**src/rtl/prs_pkg.sv**
```systemverilog
package prs_pkg;
  localparam logic [4:0] REG_PAGE  = 5'h10;
  localparam logic [4:0] REG_CMD   = 5'h11;
  localparam logic [4:0] REG_DATA0 = 5'h18;

  typedef enum logic [2:0] {
    W_8 = 3'd0, W_16 = 3'd1, W_32 = 3'd2, W_48 = 3'd3, W_64 = 3'd4
  } width_e;

  typedef enum logic [2:0] {
    ST_IDLE, ST_PAGE, ST_WDATA, ST_CMD, ST_POLL, ST_WAIT, ST_RDATA
  } state_e;

  function automatic logic [2:0] words_of(input logic [2:0] w);
    case (w)
      W_8, W_16: words_of = 3'd1;
      W_32:      words_of = 3'd2;
      W_48:      words_of = 3'd3;
      default:   words_of = 3'd4;
    endcase
  endfunction
endpackage

```
**src/rtl/prs_page_cache.sv**
```systemverilog
module prs_page_cache #(
  parameter int          PW       = 8,
  parameter logic [PW-1:0] INVALID = '1
) (
  input  logic          clk_i,
  input  logic          rst_ni,
  input  logic          inval_i,
  input  logic          upd_i,
  input  logic [PW-1:0] upd_page_i,
  input  logic [PW-1:0] cmp_page_i,
  output logic          miss_o
);
  logic [PW-1:0] page_q;

  always_ff @(posedge clk_i or negedge rst_ni) begin
    if (!rst_ni)      page_q <= INVALID;
    else if (inval_i) page_q <= INVALID;
    else if (upd_i)   page_q <= upd_page_i;
  end

  assign miss_o = (cmp_page_i != page_q);
endmodule

```
**src/rtl/prs_wait_timer.sv**
```systemverilog
module prs_wait_timer #(
  parameter int WAIT = 10
) (
  input  logic clk_i,
  input  logic rst_ni,
  input  logic load_i,
  output logic expire_o
);
  localparam int CW = (WAIT < 2) ? 1 : $clog2(WAIT + 1);
  logic [CW-1:0] cnt_q;

  always_ff @(posedge clk_i or negedge rst_ni) begin
    if (!rst_ni)            cnt_q <= '0;
    else if (load_i)        cnt_q <= CW'(WAIT);
    else if (cnt_q != '0)   cnt_q <= cnt_q - 1'b1;
  end

  // last cycle of the wait window
  assign expire_o = (cnt_q == CW'(1));
endmodule

```
**src/rtl/prs_rd_assembler.sv**
```systemverilog
module prs_rd_assembler #(
  parameter int LANES = 4,
  parameter int LW    = 16,
  localparam int IW   = (LANES < 2) ? 1 : $clog2(LANES)
) (
  input  logic               clk_i,
  input  logic               rst_ni,
  input  logic               clear_i,
  input  logic               we_i,
  input  logic [IW-1:0]      idx_i,
  input  logic               byte_only_i,
  input  logic [LW-1:0]      word_i,
  output logic [LANES*LW-1:0] data_o
);
  for (genvar g = 0; g < LANES; g++) begin : g_lane
    logic [LW-1:0] lane_q;
    always_ff @(posedge clk_i or negedge rst_ni) begin
      if (!rst_ni)       lane_q <= '0;
      else if (clear_i)  lane_q <= '0;
      else if (we_i && idx_i == IW'(g)) begin
        if (g == 0 && byte_only_i) lane_q <= {{(LW-8){1'b0}}, word_i[7:0]};
        else                       lane_q <= word_i;
      end
    end
    assign data_o[g*LW +: LW] = lane_q;
  end
endmodule

```
**src/rtl/paged_reg_seq.sv**
```systemverilog
module paged_reg_seq
  import prs_pkg::*;
#(
  parameter logic [4:0] PHY_ADDR   = 5'h1E,
  parameter int         POLL_TRIES = 5,
  parameter int         POLL_WAIT  = 10
) (
  input  logic        clk_i,
  input  logic        rst_ni,
  input  logic        req_i,
  input  logic        wr_i,
  input  logic [2:0]  width_i,
  input  logic [7:0]  page_i,
  input  logic [7:0]  offset_i,
  input  logic [63:0] wdata_i,
  input  logic        inval_i,
  output logic        busy_o,
  output logic        done_o,
  output logic        err_o,
  output logic [63:0] rdata_o,
  output logic        mg_req_o,
  output logic        mg_wr_o,
  output logic [4:0]  mg_phy_o,
  output logic [4:0]  mg_reg_o,
  output logic [15:0] mg_wdata_o,
  input  logic [15:0] mg_rdata_i,
  input  logic        mg_ack_i,
  input  logic        mg_err_i
);
  localparam int TW = $clog2(POLL_TRIES + 1);

  state_e        state_q;
  logic [7:0]    page_q, off_q;
  logic          wr_q, byte_q;
  logic [2:0]    nw_q;
  logic [63:0]   wdata_q;
  logic [1:0]    idx_q;
  logic [TW-1:0] tries_q;
  logic          done_q, err_q;

  logic xfer, fail, ok, last_word, poll_clear, accept, page_miss, tmr_load, tmr_exp;

  assign accept     = (state_q == ST_IDLE) && req_i;
  assign xfer       = mg_req_o && mg_ack_i;
  assign fail       = xfer && mg_err_i;
  assign ok         = xfer && !mg_err_i;
  assign last_word  = ({1'b0, idx_q} == nw_q - 3'd1);
  assign poll_clear = (mg_rdata_i[1:0] == 2'b00);
  assign tmr_load   = ok && (state_q == ST_POLL) && !poll_clear &&
                      (tries_q != TW'(POLL_TRIES - 1));

  prs_page_cache #(.PW(8)) u_cache (
    .clk_i      (clk_i),
    .rst_ni     (rst_ni),
    .inval_i    (inval_i),
    .upd_i      (ok && state_q == ST_PAGE),
    .upd_page_i (page_q),
    .cmp_page_i (page_i),
    .miss_o     (page_miss)
  );

  prs_wait_timer #(.WAIT(POLL_WAIT)) u_timer (
    .clk_i    (clk_i),
    .rst_ni   (rst_ni),
    .load_i   (tmr_load),
    .expire_o (tmr_exp)
  );

  prs_rd_assembler #(.LANES(4), .LW(16)) u_asm (
    .clk_i       (clk_i),
    .rst_ni      (rst_ni),
    .clear_i     (accept && !wr_i),
    .we_i        (ok && state_q == ST_RDATA),
    .idx_i       (idx_q),
    .byte_only_i (byte_q),
    .word_i      (mg_rdata_i),
    .data_o      (rdata_o)
  );

  always_comb begin
    mg_req_o   = 1'b0;
    mg_wr_o    = 1'b0;
    mg_reg_o   = '0;
    mg_wdata_o = '0;
    case (state_q)
      ST_PAGE: begin
        mg_req_o = 1'b1; mg_wr_o = 1'b1; mg_reg_o = REG_PAGE;
        mg_wdata_o = {page_q, 8'h01};
      end
      ST_WDATA: begin
        mg_req_o = 1'b1; mg_wr_o = 1'b1;
        mg_reg_o = REG_DATA0 + 5'(idx_q);
        mg_wdata_o = wdata_q[{idx_q, 4'b0} +: 16];
      end
      ST_CMD: begin
        mg_req_o = 1'b1; mg_wr_o = 1'b1; mg_reg_o = REG_CMD;
        mg_wdata_o = {off_q, 6'b0, ~wr_q, wr_q};
      end
      ST_POLL: begin
        mg_req_o = 1'b1; mg_reg_o = REG_CMD;
      end
      ST_RDATA: begin
        mg_req_o = 1'b1; mg_reg_o = REG_DATA0 + 5'(idx_q);
      end
      default: ;
    endcase
  end

  assign mg_phy_o = PHY_ADDR;

  always_ff @(posedge clk_i or negedge rst_ni) begin
    if (!rst_ni) begin
      state_q <= ST_IDLE;
      page_q  <= '0;
      off_q   <= '0;
      wr_q    <= 1'b0;
      byte_q  <= 1'b0;
      nw_q    <= 3'd1;
      wdata_q <= '0;
      idx_q   <= '0;
      tries_q <= '0;
      done_q  <= 1'b0;
      err_q   <= 1'b0;
    end else begin
      done_q <= 1'b0;
      err_q  <= 1'b0;
      if (state_q == ST_IDLE) begin
        if (req_i) begin
          page_q  <= page_i;
          off_q   <= offset_i;
          wr_q    <= wr_i;
          byte_q  <= (width_i == W_8);
          nw_q    <= words_of(width_i);
          wdata_q <= (width_i == W_8) ? {56'b0, wdata_i[7:0]} : wdata_i;
          idx_q   <= '0;
          tries_q <= '0;
          if (page_miss)  state_q <= ST_PAGE;
          else if (wr_i)  state_q <= ST_WDATA;
          else            state_q <= ST_CMD;
        end
      end else if (state_q == ST_WAIT) begin
        if (tmr_exp) state_q <= ST_POLL;
      end else if (fail) begin
        state_q <= ST_IDLE;
        err_q   <= 1'b1;
      end else if (ok) begin
        case (state_q)
          ST_PAGE: state_q <= wr_q ? ST_WDATA : ST_CMD;
          ST_WDATA: begin
            if (last_word) begin
              state_q <= ST_CMD;
              idx_q   <= '0;
            end else idx_q <= idx_q + 2'd1;
          end
          ST_CMD: state_q <= ST_POLL;
          ST_POLL: begin
            if (poll_clear) begin
              if (wr_q) begin
                state_q <= ST_IDLE;
                done_q  <= 1'b1;
              end else begin
                state_q <= ST_RDATA;
                idx_q   <= '0;
              end
            end else if (tries_q == TW'(POLL_TRIES - 1)) begin
              state_q <= ST_IDLE;
              err_q   <= 1'b1;
            end else begin
              tries_q <= tries_q + 1'b1;
              state_q <= ST_WAIT;
            end
          end
          ST_RDATA: begin
            if (last_word) begin
              state_q <= ST_IDLE;
              done_q  <= 1'b1;
            end else idx_q <= idx_q + 2'd1;
          end
          default: state_q <= ST_IDLE;
        endcase
      end
    end
  end

  assign busy_o = (state_q != ST_IDLE);
  assign done_o = done_q;
  assign err_o  = err_q;
endmodule

```
**config.mk**
```make
export PLATFORM = sky130hd
export DESIGN_NAME = paged_reg_seq
export DESIGN_NICKNAME = d
export VERILOG_FILES = /design/src/rtl/prs_pkg.sv /design/src/rtl/prs_page_cache.sv /design/src/rtl/prs_wait_timer.sv /design/src/rtl/prs_rd_assembler.sv /design/src/rtl/paged_reg_seq.sv
export SDC_FILE = /design/constraint.sdc
export NUM_CORES = 1
export LEC_CHECK = 0
export ABC_AREA = 1
export BUFFER_PORTS_ARGS = -buffer_cell sky130_fd_sc_hd__buf_2
export CAP_MARGIN = 10
export CORE_ASPECT_RATIO = 1.4
export CORE_MARGIN = 5
export CORE_UTILIZATION = 45
export CTS_CLUSTER_SIZE = 24
export DETAILED_ROUTE_END_ITERATION = 10
export GPL_ROUTABILITY_DRIVEN = 1
export HOLD_SLACK_MARGIN = 0.02
export PLACE_DENSITY = 0.73
export SLEW_MARGIN = 30
export SYNTH_ARGS = -nofsm -noshare
export SYNTH_HDL_FRONTEND = slang
export SYNTH_SLANG_ARGS = --single-unit
```
**constraint.sdc**
```tcl
create_clock -name clk_i -period 2.01 [get_ports clk_i]
set_clock_uncertainty 0.2 [all_clocks]
set_input_delay 0.402 -clock clk_i [delete_from_list [all_inputs] [get_ports clk_i]]
set_output_delay 0.402 -clock clk_i [all_outputs]
set_load 0.005 [all_outputs]
```
==> results of run 1 <==
## stage by stage
| step | setup WS [ns] | power [W] | cells | cell area (um2) |
|---|---|---|---|---|
| after detailed placement | -0.0678 | 0.00943 | 1397 | 9430 |
| after CTS | -0.324 | 0.0130 | 1507 | 10800 |
| after global placement | -0.0644 | 0.00932 | 1397 | 9430 |
| after floorplan | 0.0551 | 0.00779 | 977 | 8090 |
| final | -0.347 | 0.0142 | 1540 | 11800 |
| after global routing | -0.416 | 0.0150 | 1540 | 11800 |
## worst max-delay path, stage by stage, from the launching register on
cell and delay [ns]:
dfrtp_2 0.45, inv_4 0.12, buf_12 0.13, a21oi_1 0.07, o21ai_1 0.13, nand2_1 0.15
nand2_1 0.09, nand3_1 0.06, buf_2 0.13
## placed cells by master (no fill, tap or decap), drive strengths merged, types with 4 or more instances in the layout
master and count:
nand2 396, buf 251, dfrtp 162, inv 92, o21ai 82, dlygate4sd3 77, a21oi 50, nand3 36
nor2 34, clkbuf 29, a22o 25, ha 10, dfstp 9, clkinv 8, xnor2 6, conb 6
nand4 5, o211ai 4, nor3 4
## routing by layer
metal	track usage, %	routed length [um]
met1	28.1	9680
met2	40.1	13600
met4	10.7	1100
met3	3.91	1620
met5	0	0
## repair_timing
item / CTS / global route
hold endpoints to repair: 237 / 1
endpoints found under the setup margin: 21 / 91
cloned: 0 / 6
gates resized for setup: 18 / 195
setup buffers: 2 / 24
pin swaps: 3 / 24
hold buffers: 76 / 1
## final cells by class
| type | count | share of cell area [%] |
|---|---|---|
| diodes | 3 | 0.0638 |
| inverters | 95 | 3.25 |
| clock inverters | 9 | 0.978 |
| well taps | 240 | 2.55 |
| multi-input cells | 664 | 31.2 |
| clock buffers | 23 | 4.06 |
| flip-flops and latches | 171 | 36.5 |
| repair buffers | 335 | 21.4 |
## power by group through the flow
| stage | combinational [W] | sequential, W | clock (W) |
|---|---|---|---|
| 3_5_place_dp | 0.00446 | 0.00497 | 0 |
| 5_1_grt | 0.00642 | 0.00510 | 0.00352 |
| 3_3_place_gp | 0.00439 | 0.00493 | 0 |
| 2_1_floorplan | 0.00298 | 0.00481 | 0 |
| 4_1_cts | 0.00469 | 0.00493 | 0.00339 |
| 6_report | 0.00587 | 0.00501 | 0.00333 |
## cells by family after synthesis
group / Yosys count
adder cells (fa/ha/maj): 10
AND/OR/NAND/NOR: 476
buffers and inverters: 142
AO/OA/AOI/OAI: 164
other: 2
XOR/XNOR: 8
flip-flops: 171
## state kept, by name (all words and copies together), names as in the netlist
register	flops
wdata_q	64
tries_q	3
state_q	3
u_asm.g_lane.lane_q	64
off_q	8
u_cache.page_q	8
u_timer.cnt_q	4
idx_q	2
wr_q	1
nw_q	3
err_o	1
page_q	8
byte_q	1
done_o	1
## cell usage after synthesis
| cell | instances | area, um2 |
|---|---|---|
| nand2_1 | 393 | 1480 |
| dfrtp_1 | 162 | 4050 |
| o21ai_0 | 78 | 390 |
| inv_1 | 77 | 289 |
| a21oi_1 | 50 | 250 |
| nand3_1 | 35 | 175 |
| a22o_1 | 25 | 219 |
| nor2_1 | 21 | 78.8 |
| clkbuf_1 | 18 | 67.6 |
| buf_2 | 12 | 60.1 |
| buf_4 | 11 | 82.6 |
| inv_2 | 11 | 41.3 |
| ha_1 | 10 | 125 |
| dfstp_2 | 9 | 236 |
| nor2_4 | 6 | 67.6 |
| xnor2_1 | 6 | 52.6 |
| buf_6 | 5 | 56.3 |
| clkinv_1 | 5 | 18.8 |
| nand4_1 | 5 | 31.3 |
| nor2_8 | 5 | 100 |
| nor3_1 | 4 | 20.0 |
| o211ai_1 | 4 | 30.0 |
| o21ai_1 | 4 | 20.0 |
| conb_1 | 2 | 7.51 |
| inv_4 | 2 | 12.5 |
| nand2_4 | 2 | 22.5 |
| nor2_2 | 2 | 12.5 |
| xor2_1 | 2 | 17.5 |
| buf_1 | 1 | 3.75 |
| nand2_8 | 1 | 20.0 |
| nand3_2 | 1 | 10.0 |
| nor3b_1 | 1 | 7.51 |
| o21a_1 | 1 | 7.51 |
| o22ai_1 | 1 | 6.26 |
| o31ai_1 | 1 | 7.51 |
## worst min path at each step
| stage | end | slack, ns | cells past startpoint |
|---|---|---|---|
| floorplan | byte_q$_DFFE_PN0P_ | -0.09 | 0 |
| global placement | wdata_q[20]$_DFFE_PN0P_ | 0.11 | 1 |
| global route | nw_q[1]$_DFFE_PN0P_ | 0.07 | 3 |
| CTS | wdata_q[17]$_DFFE_PN0P_ | 0.02 | 3 |
| detailed placement | wdata_q[20]$_DFFE_PN0P_ | 0.11 | 1 |
| finish | nw_q[1]$_DFFE_PN0P_ | 0.06 | 3 |
==> summary.txt, run 1 <==
Power
  – Comb pwr share: 41.3%
  – Clk network pwr share: 23.4%
  – Cell leakage power: approximately 6.4 nW
  – P_int: ~0.009 W
  – Power density cells: 1210 nW/um2
  – Sequential share of power: 35.3%
  – Switching share of total power: 38.0%
  – Worst ir drop on vdd: 0.729 mV
  – Switch Pwr: 0.00541 W

Clock network
  – Clk slew on worst S/H paths: 0.07 ns
  – CTS Sinks: 171
  – Root buffer cell: clkbuf_16
  – CTS tree: yes
  – H-tree Lvls: 4
  – Clock latency at the later pin of the worst-skew pair: around 0.42 ns
  – CTS buffer count: 17
  – Clock buffer depth: 2

Worst setup path
  – CP Max Fanout: 8
  – Crit path capture: mg_wdata_o[13]
  – Worst reg2reg endpoint: u_asm.g_lane[1].lane_q[13]$_DFFE_PN0P_
  – CP Launch Point: idx_q[0]$_DFFE_PN0P_
  – Worst r2r src: state_q[0]$_DFFE_PN0P_
  – Required @ worst endpoint: around 1.4 ns
  – Worst endpoint data arrival time: 1.76 ns
  – R2r setup slk: -0.11 ns
  – Worst Reg-to-Reg Cells: 12
  – Crit path capture type: output port
  – Crit Path Class: flop to output port
  – Startpoint types: flop

Placed design
  – RD Place Congestion: 0.883
  – Port Buf Inserts: 194
  – Dpl hpwl: 16.4 mm

Logic synthesis
  – Xor-xnor portion of the synthesized cell area: 0.868%
  – Adder-Cell Fraction of Synth Area: 1.55%
  – Syn Area/Cell: a little over 8 um2
  – Seq/Total Area, Yosys: 53.1%
  – Largest family of logic cells by synthesized area: simple AND/OR/NAND/NOR gates
  – Post-synthesis compound-gate area fraction: 11.5%
  – Synth unique cells: 35
  – Post-Synth Simple-Gate Area: between 20% and 30%
  – Synth warn: 0
  – Number of synthesized register bits: 171
  – Post-Synthesis Cells: 973
  – Mux share of post-synthesis cell area: 0%
  – Synthesized cell area: between 8000 and 9000 um2

Route
  – Post-DR vias/cell: 5.15
  – # DRC: 0
  – Iteration-0 DRC Markers: 601
  – Initial DRT Pass Iterations: 8
  – Vias: 7938
  – Antenna-violating nets left: 0
  – Drt total wl: 26.0 mm
  – WL per Instance: 16.9 um

STA
  – Minimum clock period: 2.36 ns
  – Final setup margin: -0.347 ns
  – Final setup viols: 76
  – Final Cycle Share: 117%
  – Slew Limit Fails: 0
  – Max Freq: 424 MHz
  – Setup TNS: -9.26 ns
  – Unrepaired setup endpoints after global routing: yes
  – Final hold vios: 0
  – WHS: 0.0597 ns

Final layout
  – Layout Nets: 1400
  – Multi-input logic area: 3670 um2
  – Fillers: 1374
  – Layout Utilization: 65.9%
  – Synth-to-Final Area Change: 45.7%
  – FF/Latch Area: 4300 um2
  – Layout cells sized above 1: around a third

GRT
  – GRT Util Overall: 23.3%
  – Largest net degree at the start of global routing: 58
  – Overflow after GRT: 0
  – First-pass GRT wire length: 38.1 mm
  – Vias in the first global route: between 7000 and 8000
  – Initial antenna violation count: 3

Outcome
  – Status: complete, but fails checks
  – Failing checks: negative setup slack

Floorplanning
  – Die Ht: 169 um
  – CORE AREA: 17900 um2
  – Rows: 58
  – Die width: around 120 um
  – Initial Util: 45.2%
  – Die ar.: ~21000 um2
  – # IOs: 201

Flow run
  – Max Cap Viol: 0

Hold path
  – Hold WC Path Type: input port to flop
  – HP Start: width_i[1]
(Power assumes the default switching activity.)
==> inputs of run 2 (changes only) <==
--- a/config.mk
+++ b/config.mk
@@ -11,10 +11,10 @@
 export CORE_ASPECT_RATIO = 1.4
 export CORE_MARGIN = 5
-export CORE_UTILIZATION = 45
+export CORE_UTILIZATION = 48
 export CTS_CLUSTER_SIZE = 24
 export DETAILED_ROUTE_END_ITERATION = 10
 export GPL_ROUTABILITY_DRIVEN = 1
 export HOLD_SLACK_MARGIN = 0.02
-export PLACE_DENSITY = 0.73
+export PLACE_DENSITY = 0.77
 export SLEW_MARGIN = 30
 export SYNTH_ARGS = -nofsm -noshare
==> constraint.sdc (replaced) <==
create_clock -name clk_i -period 2.01 [get_ports clk_i]
set_clock_uncertainty 0.2 [all_clocks]
set_input_delay 0.201 -clock clk_i [delete_from_list [all_inputs] [get_ports clk_i]]
set_output_delay 0.201 -clock clk_i [all_outputs]
set_load 0.005 [all_outputs]
==> run 2 against run 1 <==
Against the previous run: the flow still finishes with violations (negative setup slack); register-to-register slack gained 0.11 ns; sequential cell count is the same; via count grew 2.8%; global-route usage grew 2.8 points; sequential share of layout area shrank 0.099 points; wire length grew 1.6%; clock power is essentially flat; non-clock buffer count grew 29; critical path depth shrank 1; hold slack gained 0.022 ns; core utilization grew 4.8 points; final area grew 0.21%; critical endpoint is now mg_wdata_o[1]; largest power group unchanged; highest routed layer unchanged.
==> summary.txt, run 2 (synthesis gave the netlist of run 1 again) <==
Outcome
  – Status: complete, but fails checks
  – Failing checks: negative setup slack

Worst setup path
  – Worst-path cell chain: buf_12 -> a21oi_1 -> o21ai_0 -> nand2_1 -> nand2_1 -> o21ai_0 -> buf_2
  – CP Max Fanout: 37
  – Startpoint types: flop
  – Crit path capture type: output port
  – CP max stage delay: 0.44 ns
  – Worst r2r src: state_q[1]$_DFFE_PN0P_
  – Slowest CP cell: dfrtp_2
  – Required @ worst endpoint: 1.61 ns
  – Crit Path Class: flop to output port
  – R2r setup slk: 0 ns
  – Worst endpoint data arrival time: about 1.8 ns
  – Worst reg2reg endpoint: u_asm.g_lane[1].lane_q[10]$_DFFE_PN0P_
  – Worst Reg-to-Reg Cells: 11

Route
  – Post-DR vias/cell: between 5 and 6
  – Vias: 8157
  – Drt total wl: approximately 26 mm
  – Antenna-violating nets left: 0
  – Initial DRT Pass Iterations: 5
  – Iteration-0 DRC Markers: 763
  – WL per Instance: 17.3 um
  – # DRC: 0

Power
  – Comb pwr share: 41.6%
  – Worst ir drop on vdd: about 0.8 mV
  – Total power: 0.0142 W
  – Power density cells: around 1200 nW/um2
  – Clk network pwr share: between 20% and 30%
  – Sequential share of power: 35.1%
  – Switch Pwr: about 0.0054 W
  – P_int: 0.00874 W
  – Cell leakage power: roughly 6.4 nW
  – Switching share of total power: between 30% and 40%

STA
  – Minimum clock period: 2.16 ns
  – Tightest Pin Transition: around 0.54 ns
  – Slew headroom: roughly 64%
  – Final setup margin: -0.148 ns
  – Final hold vios: 0
  – Slew Limit Fails: 0
  – Final setup viols: 17
  – Unrepaired setup endpoints after global routing: yes
  – Final Cycle Share: 107%
  – WHS: ~0.081 ns
  – Max Freq: 463 MHz

Final layout
  – Layout Nets: 1430
  – Most frequent cells in the layout: nand2_1 (371), buf_2 (194), dfrtp_1 (160)
  – Layout cells sized above 1: 29.6%
  – Largest registers: u_asm.g_lane.lane_q x64, wdata_q x64
  – Final Instance Area: 11800 um2
  – Layout Utilization: 70.7%
  – Most common cell after layout, fill and taps aside: nand2_1
  – Synth-to-Final Area Change: 46.0%

Floorplanning
  – Die width: 120 um
  – Die Ht: between 150 and 200 um
  – CORE AREA: ~17000 um2
  – Die ar.: between 15000 and 20000 um2
  – # IOs: 201
  – Initial Util: 48.4%
  – Rows: between 50 and 60

Clock network
  – CTS tree: yes
  – CTS buffer count: 17
  – Clock buffer depth: 2
  – CTS Sinks: 171
  – Clock latency at the later pin of the worst-skew pair: approximately 0.42 ns
  – H-tree Lvls: 4
  – Root buffer cell: clkbuf_16
  – Clk slew on worst S/H paths: 0.07 ns

Placed design
  – DP Worst Slack: 0.0232 ns
  – Port Buf Inserts: 194
  – Area after DPL: between 9000 and 10000 um2
  – RD Place Congestion: 0.897
  – Dpl hpwl: 16.0 mm

GRT
  – Largest net degree at the start of global routing: 51
  – GRT Util Overall: 26.1%
  – Overflow after GRT: 0
  – First-pass GRT wire length: 40.3 mm
  – Initial antenna violation count: 1
  – Vias in the first global route: 8009

Hold path
  – Hold Path End: err_o$_DFF_PN0_
  – HP Start: mg_err_i
  – Cells on Worst Hold Path: 3
  – Hold WC Path Type: input port to flop

Flow run
  – Max Cap Viol: 0
run 2: cell types whose count changed in the layout (fill, tap and decap cells not counted), moves of 4 or more:
| cell | delta |
|---|---|
| o21ai_1 | -14 |
| nand2_2 | -30 |
| a21oi_4 | +4 |
| nor2_1 | +6 |
| nand2_1 | +51 |
| clkbuf_16 | -4 |
| inv_6 | +4 |
| dlygate4sd3_1 | +28 |
| nor2_4 | -5 |
| o21ai_0 | +13 |
| nand2_4 | -20 |
run 2: how the worst max path moves through the flow:
stage / startpoint / endpoint / cells past startpoint
2_1_floorplan: idx_q[1]$_DFFE_PN0P_ / u_asm.g_lane[0].lane_q[10]$_DFFE_PN0P_ / 10
6_report: idx_q[0]$_DFFE_PN0P_ / mg_wdata_o[1] / 7
3_5_place_dp: state_q[0]$_DFFE_PN0P_ / u_asm.g_lane[1].lane_q[14]$_DFFE_PN0P_ / 9
3_3_place_gp: state_q[0]$_DFFE_PN0P_ / u_asm.g_lane[1].lane_q[9]$_DFFE_PN0P_ / 9
4_1_cts: idx_q[0]$_DFFE_PN0P_ / mg_wdata_o[0] / 7
5_1_grt: idx_q[0]$_DFFE_PN0P_ / mg_wdata_o[0] / 8
run 2: final cells by class:
class                           count  area [um2]
Timing Repair Buffer              364        2810
Tap cell                          203         254
Multi-Input combinational cell    665        3460
Antenna cell                        2        5.00
Fill cell                        1180        4890
Clock buffer                       18         429
Clock inverter                     14         159
Inverter                           95         380
Sequential cell                   171        4290
run 2: critical path: cells and delay by family, from the launching register on:
kind / cells / cell delay, ns
compound gates: 3 / 0.36
buf+inv: 2 / 0.33
flops: 1 / 0.44
simple gates: 2 / 0.19
run 2: timing repair:
item | CTS | global route
pin swaps | 5 | 18
cloned | 4 | 2
resized for setup | 41 | 75
endpoints found under the hold margin | 321 | 0
hold buffers | 106 | 0
setup buffers | 5 | 27
setup endpoints to repair | 17 | 116
run 2: power groups by stage:
stage,sequential (W),combinational (W),clock [W]
2_1_floorplan,0.00481,0.00298,0
3_3_place_gp,0.00491,0.00433,0
3_5_place_dp,0.00494,0.00442,0
4_1_cts,0.00490,0.00506,0.00333
5_1_grt,0.00505,0.00640,0.00350
6_report,0.00497,0.00589,0.00331
run 2: layer usage:
| metal | vias to the layer above | routed length, um | GRT usage [%] |
|---|---|---|---|
| li1 | 3762 | - | - |
| met1 | 3867 | 9540 | 29.4 |
| met2 | 426 | 13700 | 46.3 |
| met3 | 102 | 1910 | 5.33 |
| met4 | 0 | 1290 | 13.7 |
| met5 | - | 0 | 0 |
run 2: stage by stage:
step / instances / setup TNS [ns]
after floorplan: 977 / 0
after global placement: 1356 / 0
after detailed placement: 1356 / 0
after CTS: 1503 / -3.01
after global routing: 1531 / -4.03
final: 1532 / -1.62
